[config.mk]
export PLATFORM = sky130hd
export DESIGN_NAME = tmr_chan_top
export DESIGN_NICKNAME = d
export VERILOG_FILES = /design/src/rtl/tmr_chan_pkg.sv /design/src/rtl/tmr_edge_sync.sv /design/src/rtl/tmr_chan_fsm.sv /design/src/rtl/tmr_hold_unit.sv /design/src/rtl/tmr_chan_top.sv
export SDC_FILE = /design/constraint.sdc
export NUM_CORES = 1
export LEC_CHECK = 0
export BUFFER_PORTS_ARGS = -buffer_cell sky130_fd_sc_hd__buf_4
export CAP_MARGIN = 10
export CORE_MARGIN = 1
export CORE_UTILIZATION = 45
export CTS_CLUSTER_DIAMETER = 40
export CTS_CLUSTER_SIZE = 8
export DETAILED_ROUTE_END_ITERATION = 6
export PLACE_DENSITY = 0.88
export SYNTH_ARGS = -nofsm -noshare
export SYNTH_HDL_FRONTEND = slang
export SYNTH_SLANG_ARGS = --single-unit
[constraint.sdc]
create_clock -name clk_i -period 3.1 [get_ports clk_i]
set_clock_uncertainty 0.2 [all_clocks]
set_input_delay 0.31 -clock clk_i [delete_from_list [all_inputs] [get_ports clk_i]]
set_output_delay 0.31 -clock clk_i [all_outputs]
set_load 0.01 [all_outputs]
[src/rtl/tmr_chan_pkg.sv]
package tmr_chan_pkg;

    typedef enum logic [1:0] {
        ST_COMPARE   = 2'd0,
        ST_CAP_WAIT  = 2'd1,
        ST_CAP_LATCH = 2'd2
    } chan_state_e;

    typedef enum logic [1:0] {
        ACT_NONE   = 2'd0,
        ACT_TOGGLE = 2'd1,
        ACT_CLEAR  = 2'd2,
        ACT_SET    = 2'd3
    } pin_act_e;

    // Configuration word: mode, direction, edge select, action, mask
    typedef struct packed {
        logic       mode_cap;
        logic       dir_out;
        logic [1:0] edge_sel;
        logic [1:0] act_sel;
        logic       irq_mask;
    } chan_cfg_t;

    localparam int unsigned CFG_W = $bits(chan_cfg_t);

endpackage

[src/rtl/tmr_edge_sync.sv]
module tmr_edge_sync #(
    parameter int unsigned SYNC_STAGES = 2
) (
    input  logic clk_i,
    input  logic rst_ni,
    input  logic din_i,
    output logic rise_o,
    output logic fall_o
);
    localparam int unsigned LAST = SYNC_STAGES - 1;

    logic [LAST:0] sync_q;
    logic          prev_q;

    // Synchronizer chain, one flop per stage
    for (genvar i = 0; i < SYNC_STAGES; i++) begin : g_stage
        if (i == 0) begin : g_first
            always_ff @(posedge clk_i or negedge rst_ni) begin
                if (!rst_ni) sync_q[0] <= 1'b0;
                else         sync_q[0] <= din_i;
            end
        end else begin : g_next
            always_ff @(posedge clk_i or negedge rst_ni) begin
                if (!rst_ni) sync_q[i] <= 1'b0;
                else         sync_q[i] <= sync_q[i-1];
            end
        end
    end

    // Registered previous value for the edge compare
    always_ff @(posedge clk_i or negedge rst_ni) begin
        if (!rst_ni) prev_q <= 1'b0;
        else         prev_q <= sync_q[LAST];
    end

    assign rise_o = sync_q[LAST] & ~prev_q;
    assign fall_o = ~sync_q[LAST] & prev_q;

    AST_EDGE_EXCLUSIVE: assert property (@(posedge clk_i) disable iff (!rst_ni)
        $onehot0({rise_o, fall_o}));

endmodule

[src/rtl/tmr_chan_fsm.sv]
module tmr_chan_fsm
    import tmr_chan_pkg::*;
(
    input  logic       clk_i,
    input  logic       rst_ni,
    input  logic       mode_cap_i,
    input  logic [1:0] edge_sel_i,
    input  logic       rise_i,
    input  logic       fall_i,
    output logic       cap_mode_o,
    output logic       cap_latch_o
);
    chan_state_e state_q, state_d;
    logic        edge_hit;

    // Edge qualification: bit 0 enables rising, bit 1 enables falling
    assign edge_hit = (rise_i & edge_sel_i[0]) | (fall_i & edge_sel_i[1]);

    always_ff @(posedge clk_i or negedge rst_ni) begin
        if (!rst_ni) state_q <= ST_COMPARE;
        else         state_q <= state_d;
    end

    always_comb begin
        state_d = state_q;
        unique case (state_q)
            ST_COMPARE: begin
                if (mode_cap_i) state_d = ST_CAP_WAIT;
            end
            ST_CAP_WAIT: begin
                if (!mode_cap_i)   state_d = ST_COMPARE;
                else if (edge_hit) state_d = ST_CAP_LATCH;
            end
            ST_CAP_LATCH: begin
                if (!mode_cap_i)   state_d = ST_COMPARE;
                else if (edge_hit) state_d = ST_CAP_LATCH;
                else               state_d = ST_CAP_WAIT;
            end
            default: state_d = ST_COMPARE;
        endcase
    end

    always_comb begin
        cap_mode_o  = 1'b0;
        cap_latch_o = 1'b0;
        unique case (state_q)
            ST_COMPARE:   ;
            ST_CAP_WAIT:  cap_mode_o = 1'b1;
            ST_CAP_LATCH: begin
                cap_mode_o  = 1'b1;
                cap_latch_o = 1'b1;
            end
            default: ;
        endcase
    end

    AST_LATCH_NEEDS_EDGE: assert property (@(posedge clk_i) disable iff (!rst_ni)
        (state_q == ST_CAP_LATCH) |-> $past(rise_i | fall_i));

    AST_NO_LATCH_IN_COMPARE: assert property (@(posedge clk_i) disable iff (!rst_ni)
        !mode_cap_i |=> (state_q == ST_COMPARE));

endmodule

[src/rtl/tmr_hold_unit.sv]
module tmr_hold_unit
    import tmr_chan_pkg::*;
#(
    parameter int unsigned CNT_W = 16
) (
    input  logic             clk_i,
    input  logic             rst_ni,
    input  logic [CNT_W-1:0] cnt_i,
    input  logic             cap_mode_i,
    input  logic             cap_latch_i,
    input  logic             hold_we_i,
    input  logic [CNT_W-1:0] hold_wd_i,
    input  logic [1:0]       act_sel_i,
    input  logic             dat_we_i,
    input  logic             dat_wd_i,
    input  logic             flag_clr_i,
    input  logic             mask_i,
    output logic [CNT_W-1:0] hold_o,
    output logic             pin_out_o,
    output logic             flag_o,
    output logic             irq_o
);
    localparam logic [CNT_W-1:0] HOLD_RST = '1;

    logic [CNT_W-1:0] hold_q;
    logic             cmp_hit_q;
    logic             pin_q;
    logic             flag_q;
    logic             cmp_event;
    pin_act_e         act;

    assign act       = pin_act_e'(act_sel_i);
    assign cmp_event = cmp_hit_q & ~cap_mode_i;

    // Shared holding register: capture latch or software write
    always_ff @(posedge clk_i or negedge rst_ni) begin
        if (!rst_ni)                     hold_q <= HOLD_RST;
        else if (cap_latch_i)            hold_q <= cnt_i;
        else if (!cap_mode_i && hold_we_i) hold_q <= hold_wd_i;
    end

    // Match registered once: pin acts one cycle after the match
    always_ff @(posedge clk_i or negedge rst_ni) begin
        if (!rst_ni) cmp_hit_q <= 1'b0;
        else         cmp_hit_q <= ~cap_mode_i & (cnt_i == hold_q);
    end

    always_ff @(posedge clk_i or negedge rst_ni) begin
        if (!rst_ni) begin
            pin_q <= 1'b0;
        end else if (cmp_event && act != ACT_NONE) begin
            unique case (act)
                ACT_TOGGLE: pin_q <= ~pin_q;
                ACT_CLEAR:  pin_q <= 1'b0;
                ACT_SET:    pin_q <= 1'b1;
                default:    pin_q <= pin_q;
            endcase
        end else if (dat_we_i) begin
            pin_q <= dat_wd_i;
        end
    end

    // Flag: set wins over a simultaneous clear
    always_ff @(posedge clk_i or negedge rst_ni) begin
        if (!rst_ni)                      flag_q <= 1'b0;
        else if (cap_latch_i || cmp_event) flag_q <= 1'b1;
        else if (flag_clr_i)              flag_q <= 1'b0;
    end

    assign hold_o    = hold_q;
    assign pin_out_o = pin_q;
    assign flag_o    = flag_q;
    assign irq_o     = flag_q & mask_i;

    AST_HOLD_LOCKED: assert property (@(posedge clk_i) disable iff (!rst_ni)
        (cap_mode_i && !cap_latch_i) |=> $stable(hold_q));

    AST_FLAG_CAUSE: assert property (@(posedge clk_i) disable iff (!rst_ni)
        $rose(flag_q) |-> $past(cap_latch_i || cmp_event));

    AST_PIN_QUIET_IN_CAPTURE: assert property (@(posedge clk_i) disable iff (!rst_ni)
        (cap_mode_i && !dat_we_i) |=> $stable(pin_q));

endmodule

[src/rtl/tmr_chan_top.sv]
module tmr_chan_top
    import tmr_chan_pkg::*;
#(
    parameter int unsigned CNT_W       = 16,
    parameter int unsigned SYNC_STAGES = 2
) (
    input  logic             clk_i,
    input  logic             rst_ni,
    input  logic [CNT_W-1:0] cnt_i,
    input  logic             pin_i,
    output logic             pin_o,
    output logic             pin_oe_o,
    input  logic             cfg_we_i,
    input  logic [CFG_W-1:0] cfg_wd_i,
    output logic [CFG_W-1:0] cfg_rd_o,
    input  logic             hold_we_i,
    input  logic [CNT_W-1:0] hold_wd_i,
    output logic [CNT_W-1:0] hold_rd_o,
    input  logic             dat_we_i,
    input  logic             dat_wd_i,
    input  logic             flag_clr_i,
    output logic             flag_o,
    output logic             irq_o
);
    chan_cfg_t cfg_q;
    logic      pin_out;
    logic      pin_eff;
    logic      rise, fall;
    logic      cap_mode, cap_latch;

    always_ff @(posedge clk_i or negedge rst_ni) begin
        if (!rst_ni)       cfg_q <= '0;
        else if (cfg_we_i) cfg_q <= chan_cfg_t'(cfg_wd_i);
    end

    // An output pin feeds back its own driven level into capture
    assign pin_eff = cfg_q.dir_out ? pin_out : pin_i;

    tmr_edge_sync #(.SYNC_STAGES(SYNC_STAGES)) u_edge (
        .clk_i  (clk_i),
        .rst_ni (rst_ni),
        .din_i  (pin_eff),
        .rise_o (rise),
        .fall_o (fall)
    );

    tmr_chan_fsm u_fsm (
        .clk_i       (clk_i),
        .rst_ni      (rst_ni),
        .mode_cap_i  (cfg_q.mode_cap),
        .edge_sel_i  (cfg_q.edge_sel),
        .rise_i      (rise),
        .fall_i      (fall),
        .cap_mode_o  (cap_mode),
        .cap_latch_o (cap_latch)
    );

    tmr_hold_unit #(.CNT_W(CNT_W)) u_hold (
        .clk_i       (clk_i),
        .rst_ni      (rst_ni),
        .cnt_i       (cnt_i),
        .cap_mode_i  (cap_mode),
        .cap_latch_i (cap_latch),
        .hold_we_i   (hold_we_i),
        .hold_wd_i   (hold_wd_i),
        .act_sel_i   (cfg_q.act_sel),
        .dat_we_i    (dat_we_i),
        .dat_wd_i    (dat_wd_i),
        .flag_clr_i  (flag_clr_i),
        .mask_i      (cfg_q.irq_mask),
        .hold_o      (hold_rd_o),
        .pin_out_o   (pin_out),
        .flag_o      (flag_o),
        .irq_o       (irq_o)
    );

    assign pin_o    = pin_out;
    assign pin_oe_o = cfg_q.dir_out;
    assign cfg_rd_o = cfg_q;

    AST_CFG_RESET_DIR: assert property (@(posedge clk_i) disable iff (!rst_ni)
        $rose(pin_oe_o) |-> $past(cfg_we_i));

endmodule

# Yosys cells after proc, flatten, opt, wreduce, memory -nomap -nowiden
# Index checks and enable logic that the tools add are counted.
[totals]
out_inout_bits = 27
elab_cells = 62
in_bits = 47
regBits = 31
[op_classes]
n_eq_ne = 9
reduce_logical = 12
muxes = 16
bitwise_logic = 12
[ops]
columns = ["op", "count"]
rows = [
  ["16-bit two-way mux", 2],
  ["16-bit equality test", 1],
  ["2-bit two-way mux", 5],
  ["2-bit nonzero test", 4],
  ["1-bit AND", 7],
  ["1-bit two-way mux", 7],
  ["2-bit equality test, second input constant", 3],
  ["2-bit case mux with 3 select lines", 1],
  ["2-bit by 1-bit equality test with 1-bit output, second input constant", 2],
  ["4-bit inequality test, second input constant", 1],
  ["1-bit NOT", 4],
  ["2-bit AND reduction", 2],
  ["3-bit by 2-bit inequality test with 1-bit output, second input constant", 1],
  ["1-bit case mux with 3 select lines", 1],
  ["1-bit logical AND", 2],
  ["2-bit zero test", 1],
  ["2-bit inequality test, second input constant", 1],
  ["2-bit OR reduction", 1],
  ["1-bit zero test", 1],
  ["1-bit logical OR", 1],
  ["1-bit OR", 1],
]

# Depth between registers and ports, before layout
# Gate-level depths: netlist (run 1).
[depth]
word_depth = 8
depth_mapped = 7
ltp_nobuf = 6

# Cells and area by module
# From an unflattened synthesis (run 1), not the netlist that was laid out.
[unflattened]
hier_cells = 146
hier_area_um2 = 1697.9
[modules_own_cells]
columns = ["module", "seq_area_each_um2", "cells_each", "area_each_um2", "n_inst"]
rows = [
  ["tmr_hold_unit", 495.5, 104, 1102.3, 1],
  ["tmr_chan_top", 175.2, 17, 310.3, 1],
  ["tmr_chan_fsm", 50.0, 20, 195.2, 1],
  ["tmr_edge_sync", 75.1, 5, 90.1, 1],
]

# Worst setup path before layout (run 1)
# OpenSTA, ideal clock, no wires.
[synth_path]
path_kind = "register to register"
startpoint = "reg u_fsm.state_q[0]"
endpoint = "reg u_hold.hold_q[2] (netlist: u_hold.hold_o[2])"
n_path_buf = 2
stages_incl_launch_ff = 8
t_arrival_ns = 1.380
required_time_ns = 2.828
synth_period_minus_slack_ns = 1.652
setup_time_ns = 0.072
slack_ns = 1.448
cell_sequence = "dfrtp_1 -> inv_1 -> ha_1 -> nand2b_1 -> buf_6 -> buf_8 -> mux2i_1 -> o21ai_1"
[synth_between]
elab_chain_cells = 6
word_cells_on_any_way = 9
classes_between = "eq/ne (2); mux (3); reduce/logical (4)"
[synth_rtl]
columns = ["item", "line_no", "source"]
rows = [
  ["start: declaration", "tmr_chan_fsm.sv:13", "chan_state_e state_q, state_d;"],
  ["start signal: assignment", "tmr_chan_fsm.sv:21", "else state_q <= state_d;"],
  ["2-bit by 1-bit equality test with 1-bit output / 2-bit equality test (equally long branches)", "tmr_chan_fsm.sv:46", "unique case (state_q)"],
  ["2-bit OR reduction (no line)", "n/a", ""],
  ["1-bit two-way mux", "tmr_chan_fsm.sv:46", ""],
  ["1-bit zero test", "tmr_hold_unit.sv:39", "else if (!cap_mode_i && hold_we_i) hold_q <= hold_wd_i;"],
  ["1-bit logical AND", "tmr_hold_unit.sv:39", ""],
  ["2-bit nonzero test (no line)", "n/a", ""],
  ["end signal: assignment", "tmr_hold_unit.sv:38", "else if (cap_latch_i) hold_q <= cnt_i;"],
  ["end signal: assignment", "tmr_hold_unit.sv:39", ""],
  ["end: declaration", "tmr_hold_unit.sv:25", "logic [CNT_W-1:0] hold_q;"],
]
# Parallel ways exist; a longest one is shown, timed or not.
# A chain may end at the register's enable or synchronous reset.

# Worst setup path in the final report (run 1)
[layout_path]
startpoint = "in cnt_i[8]"
endpoint = "reg u_hold.cmp_hit_q"
[layout_between]
elab_chain_cells = 2
[layout_rtl]
columns = ["item", "line_no", "source"]
rows = [
  ["start: declaration", "tmr_chan_top.sv:9", "input logic [CNT_W-1:0] cnt_i,"],
  ["16-bit equality test", "tmr_hold_unit.sv:45", "else cmp_hit_q <= ~cap_mode_i & (cnt_i == hold_q);"],
  ["1-bit AND", "tmr_hold_unit.sv:45", ""],
  ["end signal: assignment", "tmr_hold_unit.sv:45", ""],
  ["end: declaration", "tmr_hold_unit.sv:26", "logic cmp_hit_q;"],
]
# Every way passes these cells.

==> metrics, run 1 <==
Synth Net Count=198; Synth Area in Simple Gates=0.0954; Critical Path Max Stage Delay=0.54 ns; Post-Synth XOR/XNOR Area=0.0855; Compound-Gate Fraction of Synth Area=0.0863; vias in the first global route=1437; synthesized area=1640 um2; final hold slack=0.0149 ns; Crit Reg-Reg Endpoint=u_hold.hold_o[12]; Routed WL=3900 um; Die Y=62.4 um; VDD IR max=0.000354 V; post-synthesis sequential area ratio=0.485; Worst R2R Setup Slack=1.30 ns; measured slew at the worst slew-check pin=0.389 ns; Clk network pwr share=0.137; CTS tree=yes; Setup CP Type=primary input to flop; main combinational cell family by area after synthesis=multiplexers; Final setup viols=0; DRC=0; fmax=0.549 GHz; Die ar.=about 4000 um2; DIE WIDTH=between 60 and 70 um; DR WL/cell=13.7 um; combinational share of power=0.440; grt ovf=0; clock-pin slew on the worst setup and hold paths=around 0.10 ns; Critical Path RT=~3.1 ns; vias=1394; antenna viol nets, final=0; largest net degree at the start of global routing=32; Core Rows=21; number of synthesized register bits=31; HP Start=cnt_i[10]; Post-Place Cells=approximately 260; initial core utilization=0.480; routed vias/inst=4.89; hold path depth=3; H-tree Lvls=2; initial antenna violation count=0; fin area=2440 um2; slowest CP cell=dlygate4sd3_1; Worst Path Arrival=1.86 ns; DP Area=roughly 2200 um2; r2r startpoint=u_fsm.state_q[0]; LEAKAGE=roughly 1.2 nW; Slew HR=0.741; status=complete, no violations; Tot GR Track Use=0.219; core area=3420 um2; Port Buffers=73; Switching Share=0.350; DR pass1 iterations=4; mux cell area share after synthesis=0.168; Final Util=0.715; insertion delay to the later sink of the worst-skew pair=0.33 ns; Worst Hold Endpoint=u_hold.hold_o[10]; syn avg cell area=11.2 um2; Cell Pwr Density=735 nW/um2; RSZ-0062 raised after global routing=no; Power Internal=1.17 mW; Final TNS setup=0 ns; post-CTS setup buffers=0; post-synthesis adder-cell area fraction=0.0305; Layout Cells excl Fill=285; clk buf depth=2; # diodes=0; clock root buffer master=clkbuf_4; Routability Congestion=0.736; Startpoint Class=primary input; min cycle time layout=1.82 ns; CP cell instances=dlygate4sd3_1 > buf_4 > xor2_1 > nor4_1 > nand4_1 > nor3_1; Psw=approximately 0.63 mW; global-route wire length before repair=6550 um; Synth cell types=33; final number of hold-violating endpoints=0; I/O Pins=74; Area Overhead vs Synth=48.9%; Ys Warns=0; R2R depth=6; dpl hpwl=between 2000 and 3000 um; Crit. End Element=flop; top fanout value on the critical path=2; fraction of layout cells with a size suffix above 1=0.448; sequential share of power=0.423; Max Slew Vio Count=0; synthesized instance count=147; Layout Nets=289; clock buffer count from CTS=5; count of clock tree sinks=31; period utilization=0.588; max-capacitance violation count=0; fillcell total=between 200 and 300; Hold WC Path Type=primary input to flop; Initial DRC Count=75
-- per-layer routing --
layer  track usage  routed length (um)  up-vias
met1         0.273                1660      634
met5             0                   0        -
met3        0.0625                 318        8
li1              -                   -      685
met2         0.359                1860       67
met4        0.0872                  65        0
-- flip-flops by register name, indices dropped and copies added (netlist names) --
name	flops
u_hold.hold_o	16
cfg_rd_o	6
u_edge.sync_q	2
u_fsm.state_q	2
pin_oe_o	1
u_edge.prev_q	1
u_hold.cmp_hit_q	1
u_hold.flag_o	1
u_hold.pin_out_o	1
-- metrics by stage --
| stage | total power, mW | worst slack [ns] |
|---|---|---|
| 2_1_floorplan | 1.22 | 1.45 |
| 3_3_place_gp | 1.51 | 1.38 |
| 3_5_place_dp | 1.54 | 1.29 |
| 4_1_cts | 1.80 | 1.27 |
| 5_1_grt | 1.92 | 1.19 |
| 6_report | 1.80 | 1.28 |
-- logic make-up after synthesis --
| logic type | Yosys count |
|---|---|
| simple gates | 33 |
| flops | 31 |
| mux | 26 |
| compound gates | 24 |
| xor+xnor | 16 |
| buf+inv | 13 |
| fa+ha+maj | 4 |
-- repair_timing --
item,in CTS,in global routing
hold buffers,18,1
setup endpoints to repair,0,0
hold endpoints to repair,37,1
resized for setup,0,0
-- synthesized netlist by cell type --
master	number	share of area
a211o_1	1	0.0053
a21o_1	1	0.0046
a21oi_1	1	0.0031
a31oi_1	1	0.0038
and2_1	1	0.0038
buf_2	1	0.0031
buf_4	3	0.014
buf_6	1	0.0069
buf_8	1	0.0092
clkbuf_1	4	0.0092
dfrtp_1	15	0.23
dfstp_2	16	0.26
ha_1	4	0.031
inv_1	3	0.0069
mux2_2	8	0.055
mux2_4	1	0.0092
mux2i_1	17	0.10
nand2_1	17	0.039
nand2b_1	3	0.011
nand3b_1	1	0.0046
nand4_1	1	0.0038
nor2_1	2	0.0046
nor2b_1	1	0.0038
nor3_1	3	0.0092
nor4_1	3	0.011
o211a_1	1	0.0061
o21a_1	1	0.0046
o21ai_0	6	0.018
o21ai_1	10	0.031
o2bb2ai_1	1	0.0053
o31ai_1	1	0.0046
or2_0	1	0.0038
xor2_1	16	0.085
-- worst max-delay path by stage --
| stage | start | endpoint | slack, ns | depth (start not counted) |
|---|---|---|---|---|
| floorplan | u_fsm.state_q[0] | u_hold.hold_o[2] | 1.45 | 7 |
| global placement | u_fsm.state_q[0] | u_hold.hold_o[11] | 1.38 | 6 |
| detailed placement | u_fsm.state_q[0] | u_hold.hold_o[12] | 1.29 | 6 |
| CTS | u_fsm.state_q[0] | u_hold.hold_o[12] | 1.27 | 6 |
| global route | u_fsm.state_q[1] | u_hold.hold_o[10] | 1.19 | 6 |
| finish | cnt_i[8] | u_hold.cmp_hit_q | 1.28 | 6 |
-- cells in the final DEF (no fill, tap or decap) --
cell | synthesis | layout
o21a_1 | 1 | 1
xor2_1 | 16 | 16
o31ai_1 | 1 | 1
ha_1 | 4 | 4
nand3b_1 | 1 | 1
nor2_1 | 2 | 2
and2_1 | 1 | 1
mux2_2 | 8 | 8
nor4_1 | 3 | 3
inv_1 | 3 | 3
a211o_1 | 1 | 1
nand4_1 | 1 | 1
o211a_1 | 1 | 1
nand2b_1 | 3 | 3
nand2_1 | 17 | 17
a21o_1 | 1 | 1
clkinv_2 | 0 | 1
or2_0 | 1 | 1
o2bb2ai_1 | 1 | 1
o21ai_1 | 10 | 10
dfstp_2 | 16 | 16
nor3_1 | 3 | 3
o21ai_0 | 6 | 6
dfrtp_1 | 15 | 15
clkbuf_4 | 0 | 5
a31oi_1 | 1 | 1
clkbuf_1 | 4 | 1
dlygate4sd3_1 | 0 | 19
buf_4 | 3 | 75
mux2i_1 | 17 | 17
mux2_4 | 1 | 1
nor2b_1 | 1 | 1
clkbuf_8 | 0 | 1
a21oi_1 | 1 | 1
-- layout make-up --
class | count | area [um2] | area share
well taps | 46 | 57.6 | 0.0236
multi-input cells | 103 | 763 | 0.313
clock buffers | 7 | 55.1 | 0.0226
repair buffers | 94 | 753 | 0.309
flip-flops and latches | 31 | 796 | 0.326
clock inverters | 1 | 5.00 | 0.00205
inverters | 3 | 11.3 | 0.00461
-- worst max-delay path: cells and delay by family --
kind	cells	cell delay, ns
simple gates	3	0.72
buf+inv	2	0.68
xor+xnor	1	0.15
-- power by group through the flow --
stage | logic, mW | clock network [mW] | registers [mW]
after floorplan | 0.413 | 0 | 0.805
after global placement | 0.749 | 0 | 0.760
after detailed placement | 0.769 | 0 | 0.766
after CTS | 0.791 | 0.253 | 0.759
after global routing | 0.872 | 0.270 | 0.782
final | 0.791 | 0.245 | 0.759
No activity file was read; power rests on OpenSTA's default activity.
==> run 2: changes to the inputs <==
--- a/config.mk
+++ b/config.mk
@@ -5,6 +5,7 @@
 export SDC_FILE = /design/constraint.sdc
 export NUM_CORES = 1
 export LEC_CHECK = 0
+export ABC_AREA = 1
 export BUFFER_PORTS_ARGS = -buffer_cell sky130_fd_sc_hd__buf_4
 export CAP_MARGIN = 10
 export CORE_MARGIN = 1
@@ -12,7 +13,7 @@
 export CTS_CLUSTER_DIAMETER = 40
 export CTS_CLUSTER_SIZE = 8
 export DETAILED_ROUTE_END_ITERATION = 6
-export PLACE_DENSITY = 0.88
+export PLACE_DENSITY = 0.86
 export SYNTH_ARGS = -nofsm -noshare
 export SYNTH_HDL_FRONTEND = slang
 export SYNTH_SLANG_ARGS = --single-unit
==> constraint.sdc (replaced) <==
create_clock -name clk_i -period 1.8 [get_ports clk_i]
set_clock_uncertainty 0.2 [all_clocks]
set_input_delay 0.18 -clock clk_i [delete_from_list [all_inputs] [get_ports clk_i]]
set_output_delay 0.18 -clock clk_i [all_outputs]
set_load 0.01 [all_outputs]
==> run 2 against run 1 <==
  * The run now ends with negative hold slack left
  * Count of clock-buffer cells in the layout shrank 1
  * Global-route usage is 4.7 points higher
  * Synthesized cell count rose by 59%
  * Largest power group unchanged
  * Highest routed layer unchanged
==> metrics, run 2 <==
status=complete, but fails checks; number of synthesized register bits=31 (unchanged); r2r startpoint=u_fsm.state_q[1]; total power=3.99 mW (+120%); Main synth FF type=dfstp_2; Routability Congestion=0.798 (+8.5%); antenna viol nets, final=0 (unchanged); Routed WL=6020 um (+54%); Startpoint Class=flop; Critical Path End=u_hold.hold_o[13]; Final TNS setup=0 ns (unchanged); most frequent cells in the layout=83 x buf_4, 57 x nand2_1, 37 x inv_1; final number of hold-violating endpoints=3 (+3); final hold slack=-0.0156 ns (-0.0306 ns); Max Slew Vio Count=0 (unchanged); share of synthesized registers carrying an async set or reset=1.00 (unchanged); DRC=0 (unchanged); clock root buffer master=clkbuf_8; Final setup viols=0 (unchanged); clock-pin slew on the worst setup and hold paths=0.07 ns (-0.03 ns); Slew HR=0.737 (-0.00327); Cell Pwr Density=1360 nW/um2 (+85%); Post-synth EDFFs=0 (unchanged); fraction of layout cells with a size suffix above 1=0.382 (-0.0659); Die Y=65.6 um (+5.2%); Hold WC Path Type=primary input to flop; Core Rows=22 (+4.8%); dpl hpwl=3310 um (+23%); top cells by count, synth=57 x nand2_1, 40 x inv_1, 29 x nor2_1; Die ar.=4300 um2 (+11%); syn avg cell area=7.78 um2 (-30%); Layout Nets=401 (+39%); H-tree Lvls=2 (unchanged); commonest non-fill, non-tap cell in the layout=buf_4; period utilization=0.994; Synth Net Count=285 (+44%); global-route wire length before repair=8510 um (+30%); initial core utilization=0.483 (+0.00289); initial antenna violation count=0 (unchanged); Ys Warns=0 (unchanged); flip-flop count of the largest register after layout=16 (unchanged); # diodes=0 (unchanged); Initial DRC Count=198 (+160%); I/O Pins=74 (unchanged); fmax=0.559 GHz; clock buffer count from CTS=5 (unchanged); Worst Path Arrival=1.79 ns (-0.07 ns); Port Buffers=73 (unchanged); largest net degree at the start of global routing=32 (unchanged); Synth cell types=26 (-21%); R2R depth=5 (-1); top fanout value on the critical path=17 (+15); Crit. End Element=flop; LEAKAGE=1.52 nW (+26%); routed vias/inst=5.12 (+4.7%); Setup CP Type=flop to flop; Tot GR Track Use=0.266 (+0.0469); count of clock tree sinks=31 (unchanged); measured slew at the worst slew-check pin=0.391 ns (+0.00190 ns); CTS tree=yes; insertion delay to the later sink of the worst-skew pair=0.29 ns (-0.04 ns); synthesized area=1820 um2 (+11%); area leader, netlist=dfstp_2; grt ovf=0 (unchanged); VDD IR max=0.000850 V (+140%); clk buf depth=2 (unchanged); min cycle time layout=1.79 ns; DIE WIDTH=65.6 um (+5.2%); vias in the first global route=1943 (+35%); Worst R2R Setup Slack=0.01 ns (-1.29 ns); vias=2044 (+47%); Critical Path RT=1.80 ns (-1.34 ns); crit path from=u_fsm.state_q[1]; core area=3770 um2 (+10%); synthesized instance count=234 (+59%); Synth top area share=0.231 (-0.0256); Area Overhead vs Synth=61.1%; DR WL/cell=15.1 um (+10%); post-synthesis sequential area ratio=0.437 (-0.0484); fillcell total=222 (-14%); failing checks=negative hold slack; Crit Reg-Reg Endpoint=u_hold.hold_o[13]; top post-synthesis cells by area=dfstp_2 23%, dfrtp_1 21%, nand2_1 12%; DR pass1 iterations=4 (unchanged); count leader, synth=nand2_1; max-capacitance violation count=0 (unchanged)
[run 2: cells by family after synthesis]
| group | count (synthesis) | synth area share |
|---|---|---|
| and+or+nand+nor | 119 | 0.293 |
| buffers and inverters | 50 | 0.118 |
| DFF | 31 | 0.437 |
| AOI/OAI and AO/OA | 25 | 0.0962 |
| adders and majority gates | 4 | 0.0275 |
| muxes | 3 | 0.0186 |
| xor gates and xnor gates | 2 | 0.00962 |
[run 2: worst max-delay path, cell delays in order, from the launching register on]
cell and delay (ns):
dfrtp_1 0.42, buf_4 0.15, ha_1 0.23, buf_4 0.23
nor3_1 0.38, nor3_2 0.08
[run 2: area by class of cell]
type	instances	area (um2)	area share
inverters	41	156	0.0533
clock buffers	6	72.6	0.0247
repair buffers	118	976	0.333
well taps	48	60.1	0.0205
flip-flops and latches	31	796	0.271
clock inverters	2	12.5	0.00427
multi-input cells	153	860	0.293
[run 2: how the worst min path moves through the flow]
stage / slack, ns / cells past startpoint / end / from
6_report: -0.02 / 3 / u_hold.hold_o[2] / hold_wd_i[2]
4_1_cts: 0.008 / 3 / u_hold.hold_o[9] / hold_wd_i[9]
2_1_floorplan: -0.32 / 0 / cfg_rd_o[0] / rst_ni
5_1_grt: -0.01 / 3 / u_hold.hold_o[2] / hold_wd_i[2]
3_5_place_dp: -0.07 / 1 / cfg_rd_o[0] / rst_ni
3_3_place_gp: -0.07 / 1 / cfg_rd_o[0] / rst_ni
[run 2: what timing repair did]
item                                   CTS  global route
setup buffers                            0             9
setup endpoints to repair                1            11
pin swaps                                0             1
gates resized for setup                  1            15
endpoints found under the hold margin   56             0
hold buffers                            33             0
[run 2: stage by stage]
step	std cells	worst slack (ns)	util	instance area (um2)
floorplan	234	0.182	-	1820
global placement	349	0.124	0.634	2390
detailed placement	349	-0.00425	0.634	2390
CTS	390	0.0444	0.746	2810
global route	399	-0.0295	0.778	2930
finish	399	0.0101	0.778	2930
[run 2: power breakdown]
group	internal [mW]	total (mW)	switching (mW)	leakage, nW
registers	1.07	1.31	0.238	0.352
clock network	0.270	0.546	0.276	0.0412
logic	1.02	2.14	1.12	1.12
[run 2: layer usage]
metal  part of all wire  track usage  up-vias  routed length (um)
li1                   -            -      964                   -
met1               0.38        0.296      950                2260
met2               0.51        0.459      104                3090
met3              0.068       0.0608       26                 412
met4              0.041        0.160        0                 248
met5                  0            0        -                   0
